<file path="src/rtl/fetch_map_pkg.sv">
package fetch_map_pkg;
  typedef struct packed {
    logic int_sel;
    logic ext_req;
  } route_t;

  localparam route_t ROUTE_IDLE = '{int_sel: 1'b0, ext_req: 1'b0};
endpackage

</file>
<file path="src/rtl/fetch_map_cfg.sv">
module fetch_map_cfg #(
  parameter int CODE_W     = 3,
  parameter int MAX_CODE   = 5,
  parameter int RESET_CODE = 5
) (
  input  logic              clk_i,
  input  logic              rst_ni,
  input  logic              we_i,
  input  logic [CODE_W-1:0] wdata_i,
  output logic [CODE_W-1:0] code_o
);
  logic [CODE_W-1:0] code_q;
  logic              legal;

  assign legal = (int'(wdata_i) <= MAX_CODE);

  always_ff @(posedge clk_i or negedge rst_ni) begin
    if (!rst_ni)              code_q <= CODE_W'(RESET_CODE);
    else if (we_i && legal)   code_q <= wdata_i;
  end

  assign code_o = code_q;
endmodule

</file>
<file path="src/rtl/fetch_map_window.sv">
module fetch_map_window #(
  parameter int ADDR_W    = 16,
  parameter int CODE_W    = 3,
  parameter int MAX_CODE  = 5,
  parameter int UNIT_LOG2 = 10
) (
  input  logic [ADDR_W-1:0] addr_i,
  input  logic [CODE_W-1:0] code_i,
  output logic              on_chip_o
);
  localparam int NCODES = 1 << CODE_W;

  logic [NCODES-1:0] hit;

  // code k>0 maps [0, 2^(UNIT_LOG2+k-1)); code 0 and reserved map nothing
  for (genvar k = 0; k < NCODES; k++) begin : g_code
    if (k == 0 || k > MAX_CODE) begin : g_none
      assign hit[k] = 1'b0;
    end else begin : g_win
      localparam int LSB = UNIT_LOG2 + k - 1;
      assign hit[k] = (addr_i[ADDR_W-1:LSB] == '0);
    end
  end

  assign on_chip_o = hit[code_i];
endmodule

</file>
<file path="src/rtl/fetch_map_route.sv">
module fetch_map_route
  import fetch_map_pkg::*;
#(
  parameter int MEM_AW = 14
) (
  input  logic              clk_i,
  input  logic              rst_ni,
  input  logic              valid_i,
  input  logic              on_chip_i,
  input  logic [MEM_AW-1:0] addr_i,
  output route_t            route_o,
  output logic [MEM_AW-1:0] mem_addr_o
);
  route_t            route_q;
  logic [MEM_AW-1:0] addr_q;

  always_ff @(posedge clk_i or negedge rst_ni) begin
    if (!rst_ni) begin
      route_q <= ROUTE_IDLE;
      addr_q  <= '0;
    end else begin
      route_q.int_sel <= valid_i && on_chip_i;
      route_q.ext_req <= valid_i && !on_chip_i;
      addr_q          <= (valid_i && on_chip_i) ? addr_i : '0;
    end
  end

  assign route_o    = route_q;
  assign mem_addr_o = addr_q;
endmodule

</file>
<file path="src/rtl/fetch_map_decoder.sv">
module fetch_map_decoder
  import fetch_map_pkg::*;
#(
  parameter int ADDR_W     = 16,
  parameter int CODE_W     = 3,
  parameter int MAX_CODE   = 5,
  parameter int RESET_CODE = 5,
  parameter int UNIT_LOG2  = 10,
  localparam int MEM_AW    = UNIT_LOG2 + MAX_CODE - 1
) (
  input  logic              clk_i,
  input  logic              rst_ni,
  input  logic              fetch_valid_i,
  input  logic [ADDR_W-1:0] fetch_addr_i,
  input  logic              cfg_we_i,
  input  logic [CODE_W-1:0] cfg_wdata_i,
  output logic              int_sel_o,
  output logic              ext_req_o,
  output logic [MEM_AW-1:0] mem_addr_o
);
  logic [CODE_W-1:0] code_q;
  logic              on_chip;
  route_t            route;

  fetch_map_cfg #(
    .CODE_W(CODE_W), .MAX_CODE(MAX_CODE), .RESET_CODE(RESET_CODE)
  ) u_cfg (
    .clk_i(clk_i), .rst_ni(rst_ni),
    .we_i(cfg_we_i), .wdata_i(cfg_wdata_i), .code_o(code_q)
  );

  fetch_map_window #(
    .ADDR_W(ADDR_W), .CODE_W(CODE_W), .MAX_CODE(MAX_CODE), .UNIT_LOG2(UNIT_LOG2)
  ) u_window (
    .addr_i(fetch_addr_i), .code_i(code_q), .on_chip_o(on_chip)
  );

  fetch_map_route #(.MEM_AW(MEM_AW)) u_route (
    .clk_i(clk_i), .rst_ni(rst_ni),
    .valid_i(fetch_valid_i), .on_chip_i(on_chip),
    .addr_i(fetch_addr_i[MEM_AW-1:0]),
    .route_o(route), .mem_addr_o(mem_addr_o)
  );

  assign int_sel_o = route.int_sel;
  assign ext_req_o = route.ext_req;
endmodule

</file>
<file path="config.mk">
export PLATFORM = sky130hd
export DESIGN_NAME = fetch_map_decoder
export DESIGN_NICKNAME = d
export VERILOG_FILES = /design/src/rtl/fetch_map_pkg.sv /design/src/rtl/fetch_map_cfg.sv /design/src/rtl/fetch_map_window.sv /design/src/rtl/fetch_map_route.sv /design/src/rtl/fetch_map_decoder.sv
export SDC_FILE = /design/constraint.sdc
export NUM_CORES = 1
export LEC_CHECK = 0
export ABC_AREA = 1
export BUFFER_PORTS_ARGS = -buffer_cell sky130_fd_sc_hd__buf_2
export CAP_MARGIN = 20
export CORE_UTILIZATION = 42
export DETAILED_ROUTE_END_ITERATION = 7
export GPL_TIMING_DRIVEN = 0
export PLACE_DENSITY = 0.71
export SLEW_MARGIN = 30
export SYNTH_ARGS = -nofsm -noshare
export SYNTH_HDL_FRONTEND = slang
export SYNTH_HIERARCHICAL = 1
export SYNTH_SLANG_ARGS = --single-unit
</file>
<file path="constraint.sdc">
create_clock -name clk_i -period 1.85 [get_ports clk_i]
set_input_delay 0.0925 -clock clk_i [delete_from_list [all_inputs] [get_ports clk_i]]
set_output_delay 0.0925 -clock clk_i [all_outputs]
set_load 0.005 [all_outputs]
</file>
After elaboration in Yosys (flattened, before gate mapping)

Cells that the tools add are included.

Register bits after elaboration: 19
Latch bits: 0
RAM bits: 0
Bits in read-only memories: 0
Output and inout port bits: 16
Word-level logic and storage cells: 18
Memories kept: 0

$add $sub $neg: 0
Multipliers: 0
Div/mod/pow operators: 0
$lt $le $gt $ge: 2
Eq/ne operators: 0
Shifts and indexed selects: 0
Muxes and demuxes: 3
Bitwise logic cells: 0
Reductions and logical operators: 9

Operators with widths:

| cell               | number |
|---|---|
| $mux 14            | 1 |
| $logic_not 6->1    | 1 |
| $logic_not 5->1    | 1 |
| $logic_not 4->1    | 1 |
| $lt 3x4->1 const B | 1 |
| $bmux 1 s3         | 1 |
| $le 3x3->1 const B | 1 |
| $logic_and 1x1->1  | 3 |
| $logic_not 3->1    | 1 |
| $logic_not 2->1    | 1 |
| $logic_not 1->1    | 1 |
| $mux 1             | 1 |

Longest topological paths before layout

Depth after elaboration: 5
Depth in mapped cells: 8

By module

The synthesis kept the hierarchy.

By module, submodules not included:

| module           | times used | cells each | area an instance (um^2) | sequential area each (um^2) |
|---|---|---|---|---|
| fetch_map_route  | 1          | 49         | 561.8                   | 400.4 |
| fetch_map_cfg    | 1          | 14         | 127.6                   | 77.6 |
| fetch_map_window | 1          | 14         | 58.8                    | 0.0 |

Worst setup path after synthesis

No wires, ideal clock.

Kind: reg-to-reg
Start: reg u_cfg.code_q[0], in the netlist u_cfg/code_o[0]
End: reg u_route.addr_q[10], in the netlist u_route/mem_addr_o[10]
Setup time: 0.069 ns
Arrival time: 1.206 ns
Data required time: 1.781 ns
Setup slack: 0.576 ns
Cell stages (with the launch flop): 8
Cells stage by stage: dfstp_2 > nand2_1 > nand2_1 > nand3_1 > a21oi_1 > nand2_2 > buf_6 > nor2_2

Word-level cells in the longest chain between the ends: 4

Ends and longest elaborated chain:

| element                      | line                    | source |
|---|---|---|
| start: declaration           | fetch_map_cfg.sv:12     | `logic [CODE_W-1:0] code_q;` |
| start signal: assignment     | fetch_map_cfg.sv:18     | `if (!rst_ni) code_q <= CODE_W'(RESET_CODE);` |
| start signal: assignment     | fetch_map_cfg.sv:19     | `else if (we_i && legal) code_q <= wdata_i;` |
| $bmux 1 s3                   | fetch_map_window.sv:25  | `assign on_chip_o = hit[code_i];` |
| $mux 1 (not written as such) | fetch_map_window.sv:25  |  |
| named net on_chip            | fetch_map_decoder.sv:22 | `logic on_chip;` |
| $logic_and 1x1->1            | fetch_map_route.sv:24   | `addr_q <= (valid_i && on_chip_i) ? addr_i : '0;` |
| $mux 14                      | fetch_map_route.sv:24   |  |
| end signal: assignment       | fetch_map_route.sv:24   |  |
| end: declaration             | fetch_map_route.sv:15   | `logic [MEM_AW-1:0] addr_q;` |

The timed path passes the listed nets, and every way through them passes these cells. The select of a mux whose other input is x is not followed.
A chain may end at the register's enable or synchronous reset.

Final worst setup path

Start: reg u_cfg.code_q[0], in the netlist u_cfg/code_o[0]
End: reg u_route.addr_q[12], in the netlist u_route/mem_addr_o[12]

Same word-level chain as after synthesis.

==> impl_metrics.tcl <==
set metrics [dict create \
    status "complete, but fails checks" \
    violations "design-rule violations" \
    timing.max_cap.violations 0 \
    viasPerCell 4.33 \
    critPathCaptureType "register" \
    ys_types 12 \
    drc_errors 5 \
    final_common_cell "buf_2" \
    drive_gt1_frac 0.429 \
    cts_resized 0 \
    cts_buffers 3 \
    p_leak_nw 0.701 \
    nFillCells 120 \
    cp-start-kind "register" \
    r2r_cells 7 \
    reg2reg_to "u_route/mem_addr_o[12]" \
    cts_tree "done" \
    gp_congestion 0.684 \
    cts_root_buffer "clkbuf_4" \
    initialDrtViolationCount 7 \
    hold_slack_ns 0.0193 \
    detail_route.first_pass.iterations 6 \
    diodes 0 \
    critical_path_class "register to register" \
    coreArea_um2 1580 \
    io_buffers 38 \
    tightest_slew_ns 0.397 \
    synth.largest_area_cell "dfrtp_1" \
    setup_viol 0 \
    clock_skew_ns 0.00699 \
    cts_sinks 19 \
    design.portCount 39 \
    tns_ns 0 \
    routed_wirelength_um 1460 \
    fmax_ghz 0.710 \
    synth_top_area_frac 0.569 \
    hp-class "primary input to register" \
    relSlewSlack 0.735 \
    antenna_left 0 \
    dieArea_um2 1950 \
    endpoint "u_route/mem_addr_o[12]" \
    antenna_found_initial 0 \
    netlist_instances 77 \
    dp_hpwl_um 907 \
    yosys_warnings 6 \
    final_util 0.714 \
    timing.rr.start "u_cfg/code_o[0]" \
    finalCritPeriodShare 0.761 \
    die_y_um 44.2 \
    syn_to_final_growth_pct 50.5 \
    post_drt_wl_per_cell_um 9.81 \
    clockBufferDepth 2 \
    track_usage 0.170 \
    layout.nets 157 \
    hold_viol 0 \
    worstPathArrival_ns 1.65 \
    cp.required_ns 2.09 \
    rows 14 \
    syn_avg_cell_area_um2 9.72 \
    first_global_vias 556 \
    synth_area_leaders "dfrtp_1, inv_1, dfstp_2, nor2_2, nand2_1" \
    grt_pass1_wl_um 2280 \
    final_cell_mix "buf_2, inv_1, dfrtp_1" \
    irDropWorstVdd_uv 510 \
    die_w_um 44.2 \
    grt_max_degree 20 \
    yosysSeqAreaShare 0.639 \
    clock_latency_ns 0.29 \
    setup.worst_path.start "u_cfg/code_o[0]" \
    start_util 0.475 \
    final_max_slew_viol_count 0 \
    vias 645 \
    ff2ff_setup_slack_ns 0.44 \
    crit_path_max_fanout 10 \
    period_minus_slack_ns 1.41 \
    cts.htree.levels 1 \
    p_per_area_nw_per_um2 667 \
    netlist_area_um2 748 \
    synth_fp_nets 100 \
    overflow 0 \
    clkSlewWorstSetupHoldPaths_ns 0.11 \
    rsz0062_at_grt "false" \
    synth-seq-cells 19 \
]
## area by class of cell
cell class                 instances  area [um2]  share of cell area
buffer                             1        11.3              0.0100
clock buffer                       3        22.5              0.0200
clock inverter                     1        5.00             0.00444
inverter                          20        75.1              0.0667
multi-input combinational         37         184               0.163
sequential                        19         478               0.424
tap                               16        20.0              0.0178
timing repair buffer              52         330               0.293
## cells in the mapped netlist
library cell	instances
a21oi_1	1
buf_6	1
dfrtp_1	17
dfstp_2	2
inv_1	20
nand2_1	11
nand2_2	3
nand3_1	4
nor2_1	8
nor2_2	8
nor2_4	1
o211ai_1	1
## how the worst min path moves through the flow
stage | start | end | slack, ns | cells past startpoint
floorplan | rst_ni | u_cfg/code_o[1] | -0.20 | 0
global placement | rst_ni | u_route/mem_addr_o[1] | 0.04 | 1
detailed placement | rst_ni | u_route/mem_addr_o[3] | 0.05 | 1
CTS | fetch_addr_i[11] | u_route/mem_addr_o[11] | 0.0002 | 3
global route | fetch_addr_i[13] | u_route/mem_addr_o[13] | 0.01 | 3
finish | fetch_addr_i[13] | u_route/mem_addr_o[13] | 0.02 | 3
## stage by stage
stage          instance area, um2  power (mW)  worst slack [ns]  std cells
4_1_cts                      1110       0.764             0.423        147
6_report                     1130       0.751             0.442        149
2_1_floorplan                 748       0.485             0.576         77
3_5_place_dp                  958       0.531             0.479        131
5_1_grt                      1130       0.798             0.294        149
3_3_place_gp                  958       0.528             0.464        131
## sequential cells by signal, indices dropped and copies added (netlist names)
signal,count
u_route/mem_addr_o,14
u_route/route_o,2
u_cfg/code_o,3
## routing by layer
metal	vias to the layer above	track usage	wire, um
li1	331	-	-
met1	288	0.174	518
met2	24	0.318	836
met3	2	0.0245	94
met4	0	0.109	13
met5	-	0	0
## repair_timing
item,4_1_cts,5_1_grt
hold buffers,12,2
hold endpoints to repair,28,2
setup endpoints to repair,0,0
setup buffers,0,0
## worst max-delay path, stage by stage (launching register included)
cell     delay, ns
dfstp_2       0.56
nand2_1       0.05
nand2_1       0.05
nand3_1       0.07
a21oi_1       0.21
nand2_2       0.14
buf_6         0.18
nor2_2        0.08
## power breakdown
| group | internal [mW] | switching (mW) | leakage (nW) | total (mW) |
|---|---|---|---|---|
| logic | 0.0553 | 0.0476 | 0.429 | 0.103 |
| registers | 0.433 | 0.00840 | 0.254 | 0.442 |
| clock network | 0.0804 | 0.126 | 0.0177 | 0.207 |
## logic make-up after synthesis
| logic type | Yosys count | share of synthesized area |
|---|---|---|
| AOI/OAI and AO/OA | 2 | 0.0167 |
| buffers and inverters | 21 | 0.115 |
| DFF | 19 | 0.639 |
| and+or+nand+nor | 35 | 0.229 |
(Power assumes the default switching activity.)
